[src/rtl/gpio_pad_pkg.sv]
package gpio_pad_pkg;

  localparam int PIN_COUNT = 8;
  localparam int MODE_W    = 2;
  localparam int BUS_AW    = 6;
  localparam int BUS_DW    = 32;

  typedef enum logic [MODE_W-1:0] {
    MODE_INPUT = 2'b00,
    MODE_PUSH  = 2'b01,
    MODE_SINK  = 2'b10,
    MODE_SRC   = 2'b11
  } pin_mode_e;

  localparam logic [BUS_AW-1:0] OFS_LEVEL = 6'h04;
  localparam logic [BUS_AW-1:0] OFS_DRIVE = 6'h08;
  localparam logic [BUS_AW-1:0] OFS_MODE  = 6'h0C;
  localparam logic [BUS_AW-1:0] OFS_PULL  = 6'h10;

  typedef enum logic [2:0] {
    RD_NONE,
    RD_LEVEL,
    RD_DRIVE,
    RD_MODE,
    RD_PULL
  } rd_sel_e;

  typedef struct packed {
    logic    wrDrive;
    logic    wrMode;
    logic    wrPull;
    rd_sel_e rdSel;
  } reg_strobe_t;

endpackage

[src/rtl/gpio_port_ctrl.sv]
module gpio_port_ctrl
  import gpio_pad_pkg::*;
#(
  parameter int ADDR_W = BUS_AW
) (
  input  logic              busSel,
  input  logic              busWr,
  input  logic [ADDR_W-1:0] busAddr,
  output reg_strobe_t       strobe
);

  logic doWrite;
  logic doRead;

  assign doWrite = busSel & busWr;
  assign doRead  = busSel & ~busWr;

  always_comb begin
    strobe = '{wrDrive: 1'b0, wrMode: 1'b0, wrPull: 1'b0, rdSel: RD_NONE};
    case (busAddr)
      ADDR_W'(OFS_LEVEL): begin
        if (doRead) strobe.rdSel = RD_LEVEL;
      end
      ADDR_W'(OFS_DRIVE): begin
        strobe.wrDrive = doWrite;
        if (doRead) strobe.rdSel = RD_DRIVE;
      end
      ADDR_W'(OFS_MODE): begin
        strobe.wrMode = doWrite;
        if (doRead) strobe.rdSel = RD_MODE;
      end
      ADDR_W'(OFS_PULL): begin
        strobe.wrPull = doWrite;
        if (doRead) strobe.rdSel = RD_PULL;
      end
      default: ;
    endcase
  end

endmodule

[src/rtl/gpio_port_datapath.sv]
module gpio_port_datapath
  import gpio_pad_pkg::*;
#(
  parameter int PINS       = PIN_COUNT,
  parameter int DATA_W     = BUS_DW,
  parameter int SYNC_DEPTH = 2
) (
  input  logic                     clk,
  input  logic                     rstN,
  input  reg_strobe_t              strobe,
  input  logic [DATA_W-1:0]        busWdata,
  output logic [DATA_W-1:0]        busRdata,
  input  logic [PINS-1:0]          padIn,
  output logic [PINS-1:0]          padOut,
  output logic [PINS-1:0]          padOe,
  output logic [PINS-1:0]          padPullEn,
  output logic [MODE_W*PINS-1:0]   pinMode,
  output logic [PINS-1:0]          outData,
  output logic [PINS-1:0]          pullDis,
  output logic [PINS-1:0]          syncIn
);

  localparam int MODE_BITS = MODE_W * PINS;

  logic unusedWdata;
  assign unusedWdata = ^busWdata[DATA_W-1:MODE_BITS];

  // Level synchroniser chain
  logic [PINS-1:0] syncStage [SYNC_DEPTH];

  always_ff @(posedge clk or negedge rstN) begin
    if (!rstN) syncStage[0] <= '0;
    else       syncStage[0] <= padIn;
  end

  for (genvar s = 1; s < SYNC_DEPTH; s++) begin : g_sync
    always_ff @(posedge clk or negedge rstN) begin
      if (!rstN) syncStage[s] <= '0;
      else       syncStage[s] <= syncStage[s-1];
    end
  end

  assign syncIn = syncStage[SYNC_DEPTH-1];

  // Software-visible registers
  always_ff @(posedge clk or negedge rstN) begin
    if (!rstN) begin
      outData <= '0;
      pinMode <= '0;
      pullDis <= '0;
    end else begin
      if (strobe.wrDrive) outData <= busWdata[PINS-1:0];
      if (strobe.wrMode)  pinMode <= busWdata[MODE_BITS-1:0];
      if (strobe.wrPull)  pullDis <= busWdata[PINS-1:0];
    end
  end

  // Per-pin translation of mode to pad controls
  for (genvar p = 0; p < PINS; p++) begin : g_pin
    pin_mode_e pm;
    assign pm = pin_mode_e'(pinMode[MODE_W*p +: MODE_W]);

    always_comb begin
      case (pm)
        MODE_PUSH: begin
          padOut[p] = outData[p];
          padOe[p]  = 1'b1;
        end
        MODE_SINK: begin
          padOut[p] = 1'b0;
          padOe[p]  = ~outData[p];
        end
        MODE_SRC: begin
          padOut[p] = 1'b1;
          padOe[p]  = outData[p];
        end
        default: begin
          padOut[p] = outData[p];
          padOe[p]  = 1'b0;
        end
      endcase
    end

    assign padPullEn[p] = ~pullDis[p];
  end

  // Read mux
  always_comb begin
    case (strobe.rdSel)
      RD_LEVEL: busRdata = DATA_W'(syncIn);
      RD_DRIVE: busRdata = DATA_W'(outData);
      RD_MODE:  busRdata = DATA_W'(pinMode);
      RD_PULL:  busRdata = DATA_W'(pullDis);
      default:  busRdata = '0;
    endcase
  end

endmodule

[src/rtl/gpio_port_pad.sv]
module gpio_port_pad
  import gpio_pad_pkg::*;
#(
  parameter int PINS       = PIN_COUNT,
  parameter int ADDR_W     = BUS_AW,
  parameter int DATA_W     = BUS_DW,
  parameter int SYNC_DEPTH = 2
) (
  input  logic              clk,
  input  logic              rstN,
  input  logic              busSel,
  input  logic              busWr,
  input  logic [ADDR_W-1:0] busAddr,
  input  logic [DATA_W-1:0] busWdata,
  output logic [DATA_W-1:0] busRdata,
  input  logic [PINS-1:0]   padIn,
  output logic [PINS-1:0]   padOut,
  output logic [PINS-1:0]   padOe,
  output logic [PINS-1:0]   padPullEn
);

  reg_strobe_t              strobe;
  logic [MODE_W*PINS-1:0]   pinMode;
  logic [PINS-1:0]          outData;
  logic [PINS-1:0]          pullDis;
  logic [PINS-1:0]          syncIn;

  gpio_port_ctrl #(
    .ADDR_W (ADDR_W)
  ) i_ctrl (
    .busSel  (busSel),
    .busWr   (busWr),
    .busAddr (busAddr),
    .strobe  (strobe)
  );

  gpio_port_datapath #(
    .PINS       (PINS),
    .DATA_W     (DATA_W),
    .SYNC_DEPTH (SYNC_DEPTH)
  ) i_dp (
    .clk       (clk),
    .rstN      (rstN),
    .strobe    (strobe),
    .busWdata  (busWdata),
    .busRdata  (busRdata),
    .padIn     (padIn),
    .padOut    (padOut),
    .padOe     (padOe),
    .padPullEn (padPullEn),
    .pinMode   (pinMode),
    .outData   (outData),
    .pullDis   (pullDis),
    .syncIn    (syncIn)
  );

endmodule

[config.mk]
export PLATFORM = sky130hd
export DESIGN_NAME = gpio_port_pad
export DESIGN_NICKNAME = d
export VERILOG_FILES = /design/src/rtl/gpio_pad_pkg.sv /design/src/rtl/gpio_port_ctrl.sv /design/src/rtl/gpio_port_datapath.sv /design/src/rtl/gpio_port_pad.sv
export SDC_FILE = /design/constraint.sdc
export NUM_CORES = 1
export LEC_CHECK = 0
export BUFFER_PORTS_ARGS = -buffer_cell sky130_fd_sc_hd__buf_2
export CAP_MARGIN = 20
export CELL_PAD_IN_SITES_DETAIL_PLACEMENT = 1
export CELL_PAD_IN_SITES_GLOBAL_PLACEMENT = 1
export CORE_MARGIN = 10
export CORE_UTILIZATION = 39
export DETAILED_ROUTE_END_ITERATION = 10
export PLACE_DENSITY = 0.88
export SKIP_CTS_REPAIR_TIMING = 1
export SLEW_MARGIN = 20
export SYNTH_ARGS = -nofsm -noshare
export SYNTH_HDL_FRONTEND = slang
export SYNTH_HIERARCHICAL = 1
export SYNTH_SLANG_ARGS = --single-unit
export TNS_END_PERCENT = 30
[constraint.sdc]
create_clock -name clk -period 3.98 [get_ports clk]
set_input_delay 0.796 -clock clk [delete_from_list [all_inputs] [get_ports clk]]
set_output_delay 0.796 -clock clk [all_outputs]
set_load 0.05 [all_outputs]
## Word-level counts from Yosys, hierarchy flattened

Index checks and enable logic that the tools add are counted.

- Flip-flop bits (word level): 48
- Latch bits: 0
- Memory bits (writable): 0
- Memory bits (read-only): 0
- Input bits: 50
- Output and inout port bits: 56
- Word-level logic and storage cells: 81
- Memories: 0

- Add/subtract/negate cells: 0
- $mul: 0
- Div/mod/pow operators: 0
- Order comparisons: 0
- Equality and inequality tests: 32
- Shifts and indexed selects: 0
- Mux-type cells: 25
- Bitwise logic cells: 19
- Reductions and logical operators: 0

Operator list:

| cell | number |
|---|---|
| 16-bit one-hot mux with 4 select lines | 1 |
| 2-bit == test (second input constant) | 16 |
| 1-bit one-hot mux with 3 select lines | 8 |
| 1-bit NOT | 17 |
| 2-bit by 1-bit == test with 1-bit output (second input constant) | 8 |
| 1-bit one-hot mux with 2 select lines | 8 |
| 6-bit by 4-bit == test with 1-bit output (second input constant) | 2 |
| 3-bit one-hot mux with 4 select lines | 1 |
| 3-bit by 2-bit == test with 1-bit output (second input constant) | 2 |
| 6-bit by 3-bit == test with 1-bit output (second input constant) | 1 |
| 6-bit by 5-bit == test with 1-bit output (second input constant) | 1 |
| 1-bit 2-to-1 mux | 4 |
| 2-bit 2-to-1 mux | 2 |
| 3-bit by 1-bit == test with 1-bit output (second input constant) | 1 |
| 3-bit == test (second input constant) | 1 |
| 3-bit 2-to-1 mux | 1 |
| 1-bit AND | 2 |

## Depth between registers and ports, before layout

- Word-level depth: 6
- Mapped depth: 6
- Gate-level depth less buffers: 4

## Hierarchy

The synthesis kept the hierarchy.

Modules (own cells, without submodules):

| module | times used | cells each | area an instance (um^2) | sequential area each (um^2) |
|---|---|---|---|---|
| gpio_port_datapath | 1 | 198 | 2427.3 | 1201.2 |
| gpio_port_ctrl | 1 | 13 | 101.3 | 0.0 |

## Worst setup path before layout

Ideal clock, no wire load.

- Kind: input-to-output
- Start: input port busAddr[2]
- End: output port busRdata[0]
- Data arrival time: 2.572 ns
- Data required time: 3.184 ns
- Path slack: 0.612 ns
- Stages on the path: 5
- Path buffers: 1
- Cell sequence: or4_4 nor4b_2 buf_2 nand2_1 o221ai_2

RTL lines:

| element | line | RTL |
|---|---|---|
| from (decl) | gpio_port_pad.sv:13 | `input logic [ADDR_W-1:0] busAddr,` |
| to (decl) | gpio_port_pad.sv:15 | `output logic [DATA_W-1:0] busRdata,` |

==> results.yml <==
timing:
  fin_setup_tns_ns: 0
  fmax_ghz: 0.2895
  rsz0062_at_grt: "no"
  max_slew_margin_pct: 60.70
  fin_crit_sh_pct: 86.80
  finalSetupViolCount: 0
  maxSlewViolCount: 0
  finalCriticalPeriod_ns: 3.455
  whs_ns: 0.3531
  hold_viol_final: 0
  fin_ws_ns: 0.5255
  worst_pin_slew_ns: 0.5895
  clock-skew-final_ns: 0.0002712
run_status:
  outcome: "complete, no violations"
global_routing:
  grt_start_max_net_pins: 49
  gr-total-overflow: 0
  grt_first_pass_wirelength_mm: 10.35
  grt_usage_pct: 12.88
  first_global_vias: 2032
  antenna_found_initial: 0
placement:
  dp_hpwl_mm: 5.136
  post_dp_cell_area_mm2: 0.002844
  place_ws_ns: 0.5153
  portBuffers: 73
  gp_congestion: 0.7547
  place_inst: 346
drt:
  drt-total-wl_mm: 6.513
  route.met2.wl_mm: 3.415
  drt_iter0_drc: 56
  routed.top_layer: "met4"
  wl_met3_um: 402
  wl_per_cell_um: 18.40
  dr_total_vias: 1762
  wl_met1_mm: 2.659
  route.detailed.drc: 0
  via_per_inst: 4.977
  first_pass_iters: 4
  ant_nets: 0
layout:
  layout.nets: 328
  n_antenna_cell: 0
  fin_util_pct: 49.09
  area_growth_pct: 19.82
  finalNonFillerCells: 354
  finalInstanceArea_mm2: 0.002958
  drive_gt1_share_pct: 47.67
power:
  swShare_pct: 33.80
  power_mw: 1.192
  leakagePower_nw: 1.474
  p_switching_mw: 0.4029
  p_per_area_mw_per_mm2: 403.0
  p_seq_share_pct: 46.7
  clkPwrFrac_pct: 28.8
  p_comb_share_pct: 24.5
  power.internal_mw: 0.7891
  ir_drop_uv: 310.7
setup_path:
  critPathMaxFanout: 8
  critPathRequiredTime_ns: 3.18
  cp-end-kind: "output pin"
  crit_arrival_ns: 2.66
  criticalPathCategory: "input pin to output pin"
  critPathLaunchType: "input pin"
flow_run:
  cap_viol_max_count: 0
floorplanning:
  core_area_mm2: 0.006026
  die_h_um: 99.56
  io_pins: 106
  initial_core_util_pct: 40.97
  die_area_mm2: 0.009912
  rows: 28
  die_w_um: 99.56
cts:
  clock_latency_ns: 0.29
  clock-sinks: 48
  cts_buffers: 5
  root_buffer: "clkbuf_8"
  path_clk_slew_ns: 0.08
  htreeDepth: 2
  cts_tree: "yes"
  clockBufferDepth: 2
logic_synthesis:
  syn_inst: 203
  avgSynthCellArea_um2: 12.16
  syn-cell-area_mm2: 0.002469
  yosys_warnings: 6
hold_path:
  hold_path_class: "flop to flop"
==> layout make-up <==
type / instances / area (µm²)
Fill cell: 686 / 3068
Clock inverter: 3 / 42.54
Sequential cell: 48 / 1201
Clock buffer: 5 / 68.82
Timing Repair Buffer: 79 / 412.9
Inverter: 8 / 30.03
Multi-Input combinational cell: 136 / 1109
Tap cell: 75 / 93.84
==> placed cells by master (no fill, tap or decap) <==
cell type    n
mux2i_1      8
or4_4        2
nand4bb_1    8
nand2b_1    10
clkbuf_8     5
nor2b_2      1
and3_1      10
dfrtp_1     48
clkinvlp_4   1
mux2_2      32
buf_2       72
nand2_1     18
nor3_1       1
conb_1      16
nor2b_1      1
nor4b_2      2
inv_1        8
o221ai_2     8
clkinv_2     1
buf_4        7
nor4_1       1
o21ai_0      8
xnor2_1      8
nor3_2       1
bufinv_16    1
or2_1        1
==> registers in the layout, summed over array words and instances (netlist names) <==
register and count:
i_dp/outData 8, i_dp/pinMode 16, i_dp/pullDis 8, i_dp/syncIn 8, i_dp/syncStage 8
==> routing by layer <==
metal	vias up	GRT usage, %
met5	-	0
met4	0	2.756
met3	5	4.498
met2	49	23.30
met1	884	14.13
li1	824	-
==> power groups by stage <==
stage / Combinational, mW / Sequential, mW / Clock [mW]
floorplan: 0.231 / 0.556 / 0
global placement: 0.287 / 0.563 / 0
detailed placement: 0.295 / 0.567 / 0
CTS: 0.295 / 0.558 / 0.355
global route: 0.310 / 0.564 / 0.377
finish: 0.292 / 0.557 / 0.343
==> worst max-delay path, stage by stage <==
cell and delay (ns):
buf_2 0.13, or4_4 0.55, nor4b_2 0.27, nand2b_1 0.49, o221ai_2 0.18, buf_2 0.24
==> path summary, 6_finish.rpt <==
kind	start	endpoint	slack (ns)	cells after the start
max in group asynchronous	rstN	i_dp/syncStage[15]	3.08	1
min reg2reg	i_dp/syncStage[8]	i_dp/syncIn[0]	0.35	0
min	i_dp/syncStage[8]	i_dp/syncIn[0]	0.35	0
max reg2reg	i_dp/pinMode[2]	i_dp/pinMode[2]	3.15	1
min in group asynchronous	rstN	i_dp/pinMode[11]	0.50	1
max	busAddr[2]	busRdata[6]	0.53	6
No activity file was read; power rests on OpenSTA's default activity.
